`src/rtl/baud_tick_pkg.sv`:
```
package baud_tick_pkg;

   typedef enum logic {
      OUT_REGISTERED = 1'b0,
      OUT_DIRECT     = 1'b1
   } out_mode_e;

   function automatic int lane_addr_bits(input int lanes);
      return (lanes <= 1) ? 1 : $clog2(lanes);
   endfunction

endpackage

```
`src/rtl/baud_div_regs.sv`:
```
module baud_div_regs #(
   parameter int BYTE_W    = 8,
   parameter int NUM_LANES = 2,
   parameter int ADDR_W    = 1,
   localparam int DIV_W    = BYTE_W * NUM_LANES
) (
   input  logic              clk,
   input  logic              rst_n,
   input  logic              wr_en,
   input  logic [ADDR_W-1:0] wr_lane,
   input  logic [BYTE_W-1:0] wr_data,
   output logic [DIV_W-1:0]  div_q,
   output logic [DIV_W-1:0]  div_next,
   output logic              top_wr
);

   localparam logic [ADDR_W-1:0] TOP_LANE = ADDR_W'(NUM_LANES - 1);

   for (genvar g = 0; g < NUM_LANES; g++) begin : g_lane
      logic              hit;
      logic [BYTE_W-1:0] lane_q;

      assign hit = wr_en && (wr_lane == ADDR_W'(g));

      always_ff @(posedge clk) begin
         if (!rst_n)   lane_q <= '0;
         else if (hit) lane_q <= wr_data;
      end

      assign div_q[g*BYTE_W +: BYTE_W]    = lane_q;
      assign div_next[g*BYTE_W +: BYTE_W] = hit ? wr_data : lane_q;
   end

   assign top_wr = wr_en && (wr_lane == TOP_LANE);

endmodule

```
`src/rtl/baud_down_cnt.sv`:
```
module baud_down_cnt #(
   parameter int DIV_W = 16
) (
   input  logic             clk,
   input  logic             rst_n,
   input  logic             load,
   input  logic [DIV_W-1:0] load_div,
   input  logic [DIV_W-1:0] run_div,
   output logic [DIV_W-1:0] cnt_q,
   output logic             tick
);

   localparam logic [DIV_W-1:0] ONE = DIV_W'(1);

   assign tick = (cnt_q == '0) && (run_div != '0);

   always_ff @(posedge clk) begin
      if (!rst_n)              cnt_q <= '0;
      else if (load)           cnt_q <= (load_div == '0) ? '0 : load_div - ONE;
      else if (tick)           cnt_q <= run_div - ONE;
      else if (cnt_q != '0)    cnt_q <= cnt_q - ONE;
   end

endmodule

```
`src/rtl/baud_tick_gen.sv`:
```
module baud_tick_gen
   import baud_tick_pkg::*;
#(
   parameter int        BYTE_W    = 8,
   parameter int        NUM_LANES = 2,
   parameter out_mode_e OUT_MODE  = OUT_REGISTERED,
   localparam int       ADDR_W    = lane_addr_bits(NUM_LANES),
   localparam int       DIV_W     = BYTE_W * NUM_LANES
) (
   input  logic              clk,
   input  logic              rst_n,
   input  logic              wr_en,
   input  logic [ADDR_W-1:0] wr_lane,
   input  logic [BYTE_W-1:0] wr_data,
   output logic              baud_en
);

   if (BYTE_W < 1) begin : g_bad_byte
      $error("BYTE_W must be at least 1");
   end
   if (NUM_LANES < 1) begin : g_bad_lanes
      $error("NUM_LANES must be at least 1");
   end
   if (DIV_W > 64) begin : g_bad_width
      $error("divisor wider than 64 bits");
   end

   logic [DIV_W-1:0] div_q;
   logic [DIV_W-1:0] div_next;
   logic [DIV_W-1:0] cnt_q;
   logic             hi_wr;
   logic             tick;

   baud_div_regs #(
      .BYTE_W    (BYTE_W),
      .NUM_LANES (NUM_LANES),
      .ADDR_W    (ADDR_W)
   ) u_regs (
      .clk      (clk),
      .rst_n    (rst_n),
      .wr_en    (wr_en),
      .wr_lane  (wr_lane),
      .wr_data  (wr_data),
      .div_q    (div_q),
      .div_next (div_next),
      .top_wr   (hi_wr)
   );

   baud_down_cnt #(
      .DIV_W (DIV_W)
   ) u_cnt (
      .clk      (clk),
      .rst_n    (rst_n),
      .load     (hi_wr),
      .load_div (div_next),
      .run_div  (div_q),
      .cnt_q    (cnt_q),
      .tick     (tick)
   );

   if (OUT_MODE == OUT_REGISTERED) begin : g_out_reg
      logic en_q;
      always_ff @(posedge clk) begin
         if (!rst_n)     en_q <= 1'b0;
         else if (hi_wr) en_q <= 1'b0;
         else            en_q <= tick;
      end
      assign baud_en = en_q;
   end else begin : g_out_dir
      assign baud_en = tick;
   end

endmodule

```
`config.mk`:
```
export PLATFORM = sky130hd
export DESIGN_NAME = baud_tick_gen
export DESIGN_NICKNAME = d
export VERILOG_FILES = /design/src/rtl/baud_tick_pkg.sv /design/src/rtl/baud_div_regs.sv /design/src/rtl/baud_down_cnt.sv /design/src/rtl/baud_tick_gen.sv
export SDC_FILE = /design/constraint.sdc
export NUM_CORES = 1
export LEC_CHECK = 0
export BUFFER_PORTS_ARGS = -buffer_cell sky130_fd_sc_hd__buf_2
export CORE_MARGIN = 5
export CORE_UTILIZATION = 43
export CTS_CLUSTER_SIZE = 40
export DETAILED_ROUTE_END_ITERATION = 12
export PLACE_DENSITY = 0.71
export SLEW_MARGIN = 20
export SYNTH_ARGS = -nofsm -noshare
export SYNTH_HDL_FRONTEND = slang
export SYNTH_SLANG_ARGS = --single-unit
```
`constraint.sdc`:
```
create_clock -name clk -period 3.71 [get_ports clk]
set_clock_uncertainty 0.15 [all_clocks]
set_input_delay 0.5565 -clock clk [delete_from_list [all_inputs] [get_ports clk]]
set_output_delay 0.5565 -clock clk [all_outputs]
set_load 0.02 [all_outputs]
```
== Yosys cells after proc, flatten, opt, wreduce, memory -nomap -nowiden ==
Cells that the tools add are included.
Word-level totals
  flip-flop bits (word level): 33
  input port bits: 12
Operators by class
  reductions and logical operators: 9
  mux-type cells: 6
  add/sub/neg operators: 3
  bitwise gates (word level): 2
Operators by type and width (count)
  16-bit 2-to-1 mux: 4
  16-bit by 1-bit subtractor with 16-bit output, second input constant: 3
  16-bit logical NOT: 2
  16-bit nonzero test: 2
  8-bit 2-to-1 mux: 2
  1-bit logical AND: 3
  3-bit nonzero test: 1
  1-bit NOT: 2
  2-bit OR reduction: 1

== Logic depth before layout (Yosys ltp) ==
Gate-level depths: netlist of the first run.
  depth in word-level cells: 6
  gate-level depth with buffers: 13
  mapped depth without buffers: 12

== Cells and area by module ==
Synthesis of the first run repeated with hierarchy kept, for this count alone.
Unflattened totals
  cell total of the unflattened synthesis: 283
  area, all modules: 2374.8 um2
By module, submodules not included
  baud_down_cnt: area an instance 1514.0 um2, cells an instance 201, instances 1
  baud_div_regs: area an instance 832.0 um2, cells an instance 80, instances 1
  baud_tick_gen: area an instance 28.8 um2, cells an instance 2, instances 1

== Worst setup path before layout of the first run ==
Ideal clock, no wire load.
  kind: reg2reg
  start point: register u_regs.g_lane[0].lane_q[3]
  end point: register u_cnt.cnt_q[14]
  cell stages (with the launch flop): 14
  path slack: 422 ps
  data arrival time: 3011 ps
  period minus slack after synthesis: 3288 ps
  data required time: 3433 ps
  path through: dfxtp_1 -> buf_6 -> nor3_4 -> nand3_1 -> or4_4 -> and2_1 -> a21oi_1 -> ha_1 -> nor4b_1 -> nand3_1 -> a31oi_1 -> nand4_1 -> xnor2_1 -> o22ai_1
On the way
  longest elaborated chain between the ends: 4
  elaborated cells between the ends (all ways): 10
  those cells by class: 2 x add/sub; 4 x mux; 4 x reduce/logical
RTL lines
  start, declared: RTL line baud_div_regs.sv:21  | logic [BYTE_W-1:0] lane_q;
  start signal, assigned: RTL line baud_div_regs.sv:27  | else if (hit) lane_q <= wr_data;
  8-bit 2-to-1 mux or 16-bit nonzero test (tied branches): RTL line baud_div_regs.sv:31, baud_down_cnt.sv:15
  16-bit by 1-bit subtractor with 16-bit output, or another cell as far along: RTL line baud_down_cnt.sv:19  | else if (load) cnt_q <= (load_div == '0) ? '0 : load_div - ONE;
  16-bit 2-to-1 mux (on tied branches): RTL line baud_down_cnt.sv:19, baud_down_cnt.sv:20
  16-bit 2-to-1 mux: RTL line baud_down_cnt.sv:19
  end signal, assigned: RTL line baud_down_cnt.sv:19
  end signal, assigned: RTL line baud_down_cnt.sv:20  | else if (tick) cnt_q <= run_div - ONE;
  end signal, assigned: RTL line baud_down_cnt.sv:21  | else if (cnt_q != '0) cnt_q <= cnt_q - ONE;
  end, declared: RTL line baud_down_cnt.sv:9  | output logic [DIV_W-1:0] cnt_q,
Several ways; a longest one is shown, not always the timed one.
A chain may end at the register's enable or synchronous reset.

== Worst setup path after layout of the first run ==
  start point: register u_regs.g_lane[0].lane_q[5]
  end point: register u_cnt.cnt_q[14]
The elaborated chain is that of the path after synthesis.

==> impl_metrics.ini, run 1 <==
[die]
row_count = 26
coreArea_um2 = 5172
start_util_pct = 45.09
die_w_um = 83.65
die_area_um2 = 6996
die_height_um = 83.65
pin_count = 13

[drt]
postRouteAntennaNets = 0
via_count = 2391
wl_per_cell_um = 17.83
top_layer = met4
drt_wl_total_um = 6740
via_per_inst = 6.325
drt_iter0_markers = 319
wl_met1_um = 2748
firstDrtPassIters = 6
wl_met3_um = 710
wl_met2_um = 3030
drc = 0

[logic_synthesis]
synth_xor_area_share_pct = 6.760
ys_warn_count = 0
synth_nets = 297
syn_inst = 282
synth_compound_area_share_pct = 23.28
synth_seq_cells = 33
syn_avg_cell_area_um2 = 8.270
ys_seq_area_share_pct = 28.33
synth_edf_count = 0
synthArstFlopShare_pct = 0
synthAdderAreaFrac_pct = 1.609
synth.area.mux_share_pct = 6.170
yosys.area_share.simple_pct = 30.36
yosysUniqueCellTypes = 66
ys.flop_type = dfxtp_1
synth_top_family_by_area = simple AND/OR/NAND/NOR gates
netlist_area_um2 = 2332

[setup_path]
startpoint = u_regs.g_lane[0].lane_q[5]$_SDFF_PN0_
crit_chain = nor3_4 -> nand3_1 -> or4_4 -> and2_1 -> a21oi_1 -> ha_1 -> nor4b_1 -> buf_4 -> nand3_1 -> a31oi_2 -> nand4_1 -> xnor2_1 -> o22ai_1
crit_type = flop to flop
critical_path_required_ns = 3.73
crit_path_end_kind = flop
worst_path_largest_cell_delay_ns = 0.60
critPathArrivalTime_ns = 3.46
crit_buf_inv = 1
cpMostUsedCell = nand3_1
rrSetupSlack_ns = 0.27
timing.rr.start = u_regs.g_lane[0].lane_q[5]$_SDFF_PN0_
crit_slowest_cell = or4_4
startpoint_type = flop
cp_top_family = simple AND/OR/NAND/NOR gates
path_max_fanout = 5

[sta]
drv_slew = 0
worst_pin_slew_ns = 0.5076
hold_violations = 0
max_freq_mhz = 290.6
fin_tns_setup_ns = 0
fin_crit_ns = 3.441
rsz0062_at_grt = false
min_period_over_period_pct = 92.75
setup_viol = 0
maxSlewHeadroom_pct = 65.85

[power_and_ir_drop]
power.leakage_nw = 0.9890
share_clk_of_total_power_pct = 20.2
ir_drop_v = 0.0002380
internal-power_mw = 0.7836
power.switching_mw = 0.5198
total_power_mw = 1.303
powerDensity_nw_per_um2 = 493.7
sw_frac_of_total_pct = 39.88
seq_power_share_pct = 35.3
comb_power_share_pct = 44.5

[job]
maxCapViolCount = 0

[min_path]
min_from = u_regs.g_lane[1].lane_q[6]$_SDFF_PN0_
min_path_type = flop to flop

[clock_network]
numClockSinks = 33
clockRootBuffer = clkbuf_8
insertion_delay_ns = 0.29
cts_tree = built
clk_path_buf_depth = 2
clkTransAtPathRegs_ns = 0.07
h-tree-depth = 2
cts_buffers = 5

[place]
port_buffers = 12
dpl.hpwl_um = 5061
numPlacedInstances = 370
gp_congestion = 0.9381

[final_layout]
drive_above_1_share_pct = 17.53
multi_input_area_um2 = 1605
instances_no_fill = 378
diodes = 0
fillers = 484
syn_to_final_growth_pct = 13.20
layout.nets = 322
seqCellArea_um2 = 660.6

[global_route]
grt_usage_pct = 19.50
grt_max_degree = 21
grt_antenna_before_repair = 0
grt_pass1_vias = 2283
grt_pass1_wl_um = 11120
grt_overflow = 0

[status]
status = finished, final reports clean
-- metal layers --
layer | up-vias | global-route usage [%]
met1 | 1087 | 25.31
li1 | 1111 | -
met2 | 161 | 31.24
met4 | 0 | 8.480
met3 | 32 | 3.850
met5 | - | 0
-- repair_timing --
action / in CTS / in global routing
hold buffers: 0 / 0
endpoints found under the setup margin: 0 / 2
resized for setup: 0 / 3
setup buffers: 0 / 0
-- through the flow --
stage          hold slack [ns]  setup slack [ns]  utilization (%)  instance area [um2]
5_1_grt                 0.4043           0.06306            51.04                 2640
3_5_place_dp            0.3597            0.2545            49.20                 2545
2_1_floorplan           0.3023            0.4223                -                 2332
3_3_place_gp            0.3435            0.4161            49.20                 2545
6_report                0.3659            0.2690            51.04                 2640
4_1_cts                 0.3690            0.1942            50.75                 2625
-- registers in the layout (all words and copies together) (netlist names) --
signal / count
u_cnt.cnt_q: 16
u_regs.g_lane.lane_q: 16
baud_en: 1
-- layout make-up --
class | instances | share of cell area [%]
multi-input combinational | 234 | 60.81
sequential | 33 | 25.02
timing repair buffer | 30 | 7.393
tap | 70 | 3.318
clock buffer | 8 | 3.033
inverter | 3 | 0.4265
-- cells in the mapped netlist (all sizes together), types with 2 or more instances --
master / n / area share (%)
nand4: 5 / 1.3
a31oi: 5 / 1.3
a211oi: 3 / 0.97
buf: 6 / 2.0
nor2: 22 / 3.5
inv: 3 / 0.48
o311ai: 2 / 0.75
xor2: 6 / 2.3
o31ai: 4 / 1.9
o22ai: 7 / 1.9
xnor2: 12 / 4.5
nand4b: 2 / 0.75
nor2b: 15 / 4.0
mux2i: 11 / 4.7
nand3: 12 / 2.6
and3: 4 / 1.1
nand2b: 2 / 0.54
o21a: 3 / 0.97
or2: 2 / 0.54
o211ai: 2 / 0.64
and2: 6 / 1.7
ha: 3 / 1.6
nor4: 3 / 1.4
or4: 5 / 1.9
nor3b: 3 / 0.97
nor3: 11 / 3.1
a21o: 2 / 0.70
and3b: 2 / 0.75
a21oi: 17 / 3.6
dfxtp: 33 / 28
nand2: 18 / 3.0
a21boi: 5 / 1.6
nand3b: 3 / 0.97
o32ai: 2 / 0.75
o21ai: 12 / 2.6
mux2: 3 / 1.4
o22a: 3 / 1.1
nor4b: 2 / 0.75
clkbuf: 6 / 0.97
-- worst register-to-register path, stage by stage (launching register included) --
cell and delay (ns):
dfxtp_1 0.38, nor3_4 0.24, nand3_1 0.17, or4_4 0.60, and2_1 0.21, a21oi_1 0.15
ha_1 0.23, nor4b_1 0.29, buf_4 0.19, nand3_1 0.09, a31oi_2 0.23, nand4_1 0.16
xnor2_1 0.16, o22ai_1 0.08
-- path summary, 6_finish.rpt --
check | end | cells after the start
setup reg to reg | u_cnt.cnt_q[14]$_SDFFE_PN0P_ | 13
hold / removal | u_regs.g_lane[1].lane_q[6]$_SDFF_PN0_ | 2
hold reg to reg | u_regs.g_lane[1].lane_q[6]$_SDFF_PN0_ | 2
setup / recovery | u_cnt.cnt_q[14]$_SDFFE_PN0P_ | 13
-- placed cells by master, fill, tap and decap left out, types with 4 or more instances in the layout --
master / n
buf_2: 12
a21oi_1: 17
and2_1: 5
and3_1: 4
nand2_1: 17
nor2_1: 21
a21boi_0: 4
buf_4: 18
nand3_1: 12
nor2b_1: 15
clkbuf_8: 5
o21ai_0: 12
nand4_1: 5
mux2i_1: 11
xnor2_1: 12
dfxtp_1: 33
a31oi_1: 4
nor3_1: 9
o22ai_1: 7
xor2_1: 6
-- power groups by stage --
stage                     sequential (mW)  combinational (mW)  clock, mW
after floorplan                     0.451               0.419          0
after global placement              0.466               0.559          0
after detailed placement            0.465               0.553          0
after CTS                           0.458               0.558      0.268
after global routing                0.466               0.633      0.286
final                               0.460               0.580      0.263
-- logic make-up (layout without fill, tap and decap cells) --
family | count (synthesis) | after routing
simple gates | 121 | 121
compound gates | 78 | 78
flops | 33 | 33
xor+xnor | 18 | 18
buf+inv | 15 | 41
mux | 14 | 14
fa+ha+maj | 3 | 3
(Power assumes the default switching activity.)
==> inputs of run 2 (changes only) <==
Settings changed: SYNTH_HIERARCHICAL set to 1.
==> run 2 against run 1 <==
  * Worst setup slack gained 0.047 ns
  * Worst hold slack lost 0.0078 ns
  * Largest cell class unchanged
  * Critical endpoint is now u_cnt/cnt_q[12]$_SDFFE_PN0P_
  * Clock power up 16%
  * Global-route usage increased by 0.42 points
  * Via count shrank 2.3%
==> impl_metrics.ini, run 2 <==
[status]
status = finished, final reports clean

[clock_network]
cts_tree = built
insertion_delay_ns = 0.29
hold_buffers = 0
numClockSinks = 33
post-cts-setup-buffers = 0
clkTransAtPathRegs_ns = 0.07
clockRootBuffer = clkbuf_8
h-tree-depth = 2
cts_resized = 0
clk_path_buf_depth = 2
cts_buffers = 5

[drt]
firstDrtPassIters = 5
via_count = 2336
postRouteAntennaNets = 0
drt_wl_total_um = 6799
drt_iter0_markers = 214
via_per_inst = 6.314
drc = 0
wl_per_cell_um = 18.38

[final_layout]
layout_common_cells = 39 x nand2_1, 33 x dfxtp_1, 22 x nor2_1, 20 x a21oi_1, 16 x mux2i_1
fillers = 523
layout.nets = 311
syn_to_final_growth_pct = 8.799
drive_above_1_share_pct = 18.46
design_area_um2 = 2584
final_common_cell = nand2_1
diodes = 0

[die]
row_count = 27
pin_count = 13
coreArea_um2 = 5439
die_area_um2 = 7109
die_height_um = 84.32
die_w_um = 84.32
start_util_pct = 43.66

[power_and_ir_drop]
power.switching_mw = 0.6231
ir_drop_v = 0.0002350
internal-power_mw = 0.8701
comb_power_share_pct = 47.3
share_clk_of_total_power_pct = 20.5
power.leakage_nw = 1.017
seq_power_share_pct = 32.2
powerDensity_nw_per_um2 = 578.0
sw_frac_of_total_pct = 41.73

[logic_synthesis]
synthTopCellsByArea = dfxtp_1 28%, mux2i_1 6.7%, mux2_2 6.6%, nand2_1 6.2%, a21oi_1 4.2%
synth_most_common_cell = nand2_1
ys_seq_area_share_pct = 27.82
ys_warn_count = 6
syn_avg_cell_area_um2 = 8.391
synth_seq_cells = 33
synth_top_area_share_pct = 27.82
synthArstFlopShare_pct = 0
ys_top_cells_by_count = 39 x nand2_1, 33 x dfxtp_1, 22 x nor2_1
yosys.area.top_type = dfxtp_1
ys.flop_type = dfxtp_1
syn_inst = 283
synth_nets = 297
yosysUniqueCellTypes = 59
synth_edf_count = 0
netlist_area_um2 = 2375

[sta]
min_period_over_period_pct = 91.47
fin_crit_ns = 3.394
max_freq_mhz = 294.7
whs_ns = 0.3581
worst_pin_slew_ns = 0.7460
maxSlewHeadroom_pct = 49.81
fin_tns_setup_ns = 0
hold_violations = 0
setup_viol = 0
rsz0062_at_grt = false
drv_slew = 0

[setup_path]
worst_path_largest_cell_delay_ns = 0.55
crit_slowest_cell = or3b_2
crit_chain = or4_1 -> or4_4 -> nor2_4 -> a21oi_1 -> ha_1 -> or3b_2 -> or2_2 -> a2111oi_0 -> o21a_1 -> o22ai_1
crit_type = flop to flop
critical_path_required_ns = 3.70
startpoint_type = flop
path_max_fanout = 10
crit_path_end_kind = flop
critPathArrivalTime_ns = 3.39

[place]
dpl.hpwl_um = 4985
place_area_um2 = 2482
gp_congestion = 0.8790
port_buffers = 12

[global_route]
grt_pass1_wl_um = 11390
grt_max_degree = 29
grt_pass1_vias = 2231
grt_usage_pct = 19.92
grt_antenna_before_repair = 0
grt_overflow = 0

[job]
maxCapViolCount = 0

[min_path]
min_path_type = flop to flop
run 2: cell types whose count changed in the layout (fill, tap and decap cells not counted), moves of 4 or more:
cell / before / now
nor2b_1: 15 / 0
mux2i_1: 11 / 16
nand3_1: 12 / 3
nand4_1: 5 / 1
or3_1: 1 / 6
buf_4: 18 / 6
nor3_1: 9 / 15
and3_1: 4 / 0
nand2_1: 17 / 39
o21ai_0: 12 / 3
mux2_2: 3 / 14
nor4_1: 2 / 7
and2_1: 5 / 0
run 2: worst paths after layout:
check / end / slack [ns] / cells past startpoint / startpoint
worst max-delay path: u_cnt/cnt_q[12]$_SDFFE_PN0P_ / 0.32 / 10 / u_cnt/cnt_q[4]$_SDFFE_PN0P_
worst min-delay path: u_regs/g_lane[1].lane_q[2]$_SDFF_PN0_ / 0.36 / 2 / u_regs/g_lane[1].lane_q[2]$_SDFF_PN0_
worst max register to register: u_cnt/cnt_q[12]$_SDFFE_PN0P_ / 0.32 / 10 / u_cnt/cnt_q[4]$_SDFFE_PN0P_
worst min register to register: u_regs/g_lane[1].lane_q[2]$_SDFF_PN0_ / 0.36 / 2 / u_regs/g_lane[1].lane_q[2]$_SDFF_PN0_
run 2: cells by family (layout without fill, tap and decap cells):
| family | Yosys count | after routing | share of synthesized area [%] |
|---|---|---|---|
| XOR/XNOR | 18 | 18 | 6.639 |
| buffers and inverters | 17 | 32 | 4.636 |
| multiplexers | 32 | 32 | 14.65 |
| adder cells (fa/ha/maj) | 2 | 2 | 1.054 |
| AND/OR/NAND/NOR | 114 | 114 | 25.40 |
| AO/OA/AOI/OAI | 67 | 67 | 19.81 |
| flip-flops | 33 | 33 | 27.82 |
run 2: layout make-up:
class	count	area [um2]	share of cell area, %
multi-input cells	233	1604	62.08
repair buffers	18	105.1	4.068
clock buffers	7	96.34	3.729
flip-flops and latches	33	660.6	25.57
inverters	6	22.52	0.8717
clock inverters	1	5.005	0.1937
well taps	72	90.09	3.487
run 2: per-stage QoR:
step                      utilization [%]  std cells  setup slack [ns]  total power [mW]
after floorplan                         -        283            0.4490             1.016
after global placement              45.64        362            0.4258             1.163
after detailed placement            45.64        362            0.4101             1.168
after CTS                           47.50        370            0.3760             1.477
after global routing                47.50        370            0.1731             1.582
final                               47.50        370            0.3164             1.493
run 2: worst max-delay path, delay by kind of cell (launching register included):
family	cells	cell delay [ns]
DFF	1	0.51
AOI/OAI and AO/OA	4	0.91
and+or+nand+nor	5	1.47
adders and majority gates	1	0.21
run 2: power groups by stage:
stage                     Combinational (mW)  Sequential (mW)  Clock (mW)
after floorplan                        0.553            0.463           0
after global placement                 0.678            0.485           0
after detailed placement               0.681            0.487           0
after CTS                              0.689            0.478       0.310
after global routing                   0.763            0.490       0.330
final                                  0.706            0.481       0.306
run 2: per-layer routing:
layer | track usage (%) | share of wire, % | vias to the layer above
li1 | - | - | 1084
met1 | 26.62 | 42 | 1100
met2 | 32.07 | 48 | 136
met3 | 3.533 | 8.2 | 16
met4 | 7.164 | 1.8 | 0
met5 | 0 | 0 | -
==> inputs of run 3 (changes only) <==
Settings changed: ABC_AREA set to 1, CAP_MARGIN set to 20, PLACE_DENSITY 0.71 to 0.7.
Clock period 3.71 ns to 3.9 ns, I/O delays scaled along.
==> run 3 against run 2 <==
  * Cell count grew 35%
  * Largest power group unchanged
  * Register-to-register slack better by 0.96 ns
  * Die area grew 5.7%
  * Non-clock buffer count is 6 lower
  * Area after synthesis up 6.4%
  * Worst setup slack better by 0.81 ns
  * Sequential power is 8.1% lower
  * Via count is 1.8% higher
  * Sequential share of layout area down 0.83 points
  * Global-route usage is 2.3 points lower
==> impl_metrics.ini, run 3 <==
[place]
dpl.hpwl_um = 4760
dpl_worst_slack_ns = 0.8532
gp_congestion = 0.8632
place_area_um2 = 2596
numPlacedInstances = 492
port_buffers = 12

[drt]
via_count = 2379
firstDrtPassIters = 4
drt_wl_total_um = 5974
postRouteAntennaNets = 0
drc = 0
wl_per_cell_um = 12.00
drt_iter0_markers = 147
via_per_inst = 4.777

[global_route]
grt.met2_usage_pct = 29.62
top_usage_layer = met2
gr-usage-met1_pct = 23.18
grt_antenna_before_repair = 0
grt_overflow = 0
use_met3_pct = 2.567
grt_max_degree = 19
grt_pass1_vias = 2294
grt_usage_pct = 17.62
grt_pass1_wl_um = 10420

[logic_synthesis]
syn_avg_cell_area_um2 = 6.105
ys.flop_type = dfxtp_1
synthArstFlopShare_pct = 0
ys_top_cells_by_count = 107 x nand2_1, 77 x inv_1, 46 x nor2_1
yosysUniqueCellTypes = 31
synthTopCellsByArea = dfxtp_1 26%, nand2_1 16%, inv_1 11%, nand3_1 8.9%, nor2_1 6.8%
ys_warn_count = 6
synth_edf_count = 0
synth_top_area_share_pct = 26.14
ys_seq_area_share_pct = 26.14
synth_nets = 428
synth_seq_cells = 33
syn_inst = 414
yosys.area.top_type = dfxtp_1
netlist_area_um2 = 2527
synth_most_common_cell = nand2_1

[die]
die_area_um2 = 7511
die_w_um = 86.67
die_height_um = 86.67
row_count = 28
coreArea_um2 = 5816
start_util_pct = 43.46
pin_count = 13

[sta]
max_freq_mhz = 360.8
maxSlewHeadroom_pct = 63.17
min_period_over_period_pct = 71.06
fin_crit_ns = 2.771
rsz0062_at_grt = false
timing.final.ws_setup_ns = 1.129
hold_violations = 0
drv_slew = 0
whs_ns = 0.4067
worst_pin_slew_ns = 0.5511
fin_tns_setup_ns = 0
setup_viol = 0

[clock_network]
clockRootBuffer = clkbuf_8
h-tree-depth = 2
cts_buffers = 5
clkTransAtPathRegs_ns = 0.07
cts_tree = built
cts_resized = 0
hold_buffers = 0
clk_path_buf_depth = 2
numClockSinks = 33
post-cts-setup-buffers = 0
insertion_delay_ns = 0.29

[setup_path]
timing.rr.end = u_cnt/cnt_q[8]$_SDFFE_PN0P_
crit_type = input port to flop
critical_path_required_ns = 3.90
startpoint_type = input port
critPathArrivalTime_ns = 2.78
path_max_fanout = 18
r2r_cells = 13
timing.rr.start = u_cnt/cnt_q[12]$_SDFFE_PN0P_
crit_path_end_kind = flop
rrSetupSlack_ns = 1.28

[min_path]
worstHoldEndpoint = u_regs/g_lane[0].lane_q[2]$_SDFF_PN0_
min_from = u_regs/g_lane[0].lane_q[2]$_SDFF_PN0_
hold_depth = 4
min_path_type = flop to flop

[final_layout]
drive_above_1_share_pct = 14.66
design_area_um2 = 2670
syn_to_final_growth_pct = 5.644
fin_util_pct = 45.91
instances_no_fill = 498
layout_common_cells = 107 x nand2_1, 77 x inv_1, 46 x nor2_1, 45 x nand3_1, 33 x dfxtp_1
fillers = 627
layout.nets = 438
diodes = 0
final_common_cell = nand2_1

[power_and_ir_drop]
ir_drop_v = 0.0003459
total_power_mw = 1.762
powerDensity_nw_per_um2 = 659.9
power.leakage_nw = 1.450

[job]
maxCapViolCount = 0

[status]
status = finished, final reports clean
run 3: changes by cell type after synthesis, sizes merged, moves of 6 or more:
cell / previous run / this run
nor4: 8 / 0
mux2i: 16 / 0
nand2: 39 / 116
inv: 6 / 87
mux2: 16 / 0
o22ai: 7 / 1
xnor2: 11 / 4
nor2: 23 / 61
nand3: 3 / 50
nor3: 15 / 3
or3: 7 / 0
run 3: power breakdown:
| group | total [mW] | internal [mW] | switching (mW) | leakage, nW |
|---|---|---|---|---|
| clock network | 0.239 | 0.117 | 0.121 | 0.0399 |
| logic | 1.08 | 0.375 | 0.706 | 1.14 |
| registers | 0.442 | 0.413 | 0.0293 | 0.272 |
run 3: critical path: stages:
cell,delay (ns)
buf_2,0.29
nand3_1,0.14
nand2_1,0.10
inv_1,0.04
inv_1,0.09
ha_1,0.19
nand2_1,0.13
nor2_4,0.16
nand3_2,0.09
nor3_2,0.17
nand2_1,0.11
o21ai_2,0.26
inv_2,0.16
a21oi_1,0.16
a21oi_1,0.08
run 3: how the worst max path moves through the flow:
stage | cells after the start | slack [ns] | from | endpoint
after floorplan | 18 | 1.24 | wr_lane | u_cnt/cnt_q[12]$_SDFFE_PN0P_
after detailed placement | 15 | 0.85 | wr_en | u_cnt/cnt_q[12]$_SDFFE_PN0P_
after CTS | 15 | 1.16 | wr_en | u_cnt/cnt_q[4]$_SDFFE_PN0P_
after global placement | 17 | 0.98 | wr_lane | u_cnt/cnt_q[14]$_SDFFE_PN0P_
after global routing | 15 | 0.80 | wr_en | u_cnt/cnt_q[12]$_SDFFE_PN0P_
final | 15 | 1.13 | wr_en | u_cnt/cnt_q[4]$_SDFFE_PN0P_
run 3: kinds of logic (layout without fill, tap and decap cells):
kind of cell / Yosys count / in the layout / synth area share, %
buf+inv: 96 / 105 / 16.49
flops: 33 / 33 / 26.14
xor+xnor: 15 / 15 / 5.198
simple gates: 236 / 236 / 44.06
fa+ha+maj: 2 / 2 / 0.9899
compound gates: 32 / 32 / 7.129
run 3: area by class of cell:
| type | count | area [um2] | area share (%) |
|---|---|---|---|
| well taps | 75 | 93.84 | 3.515 |
| repair buffers | 12 | 60.06 | 2.249 |
| flip-flops and latches | 33 | 660.6 | 24.74 |
| multi-input cells | 285 | 1450 | 54.31 |
| inverters | 87 | 331.6 | 12.42 |
| clock inverters | 1 | 5.005 | 0.1874 |
| clock buffers | 5 | 68.82 | 2.577 |
run 3: routing by layer:
layer,wire length (um),part of all wire (%)
met1,2753,46
met2,2873,48
met3,241,4.0
met4,106,1.8
met5,0,0
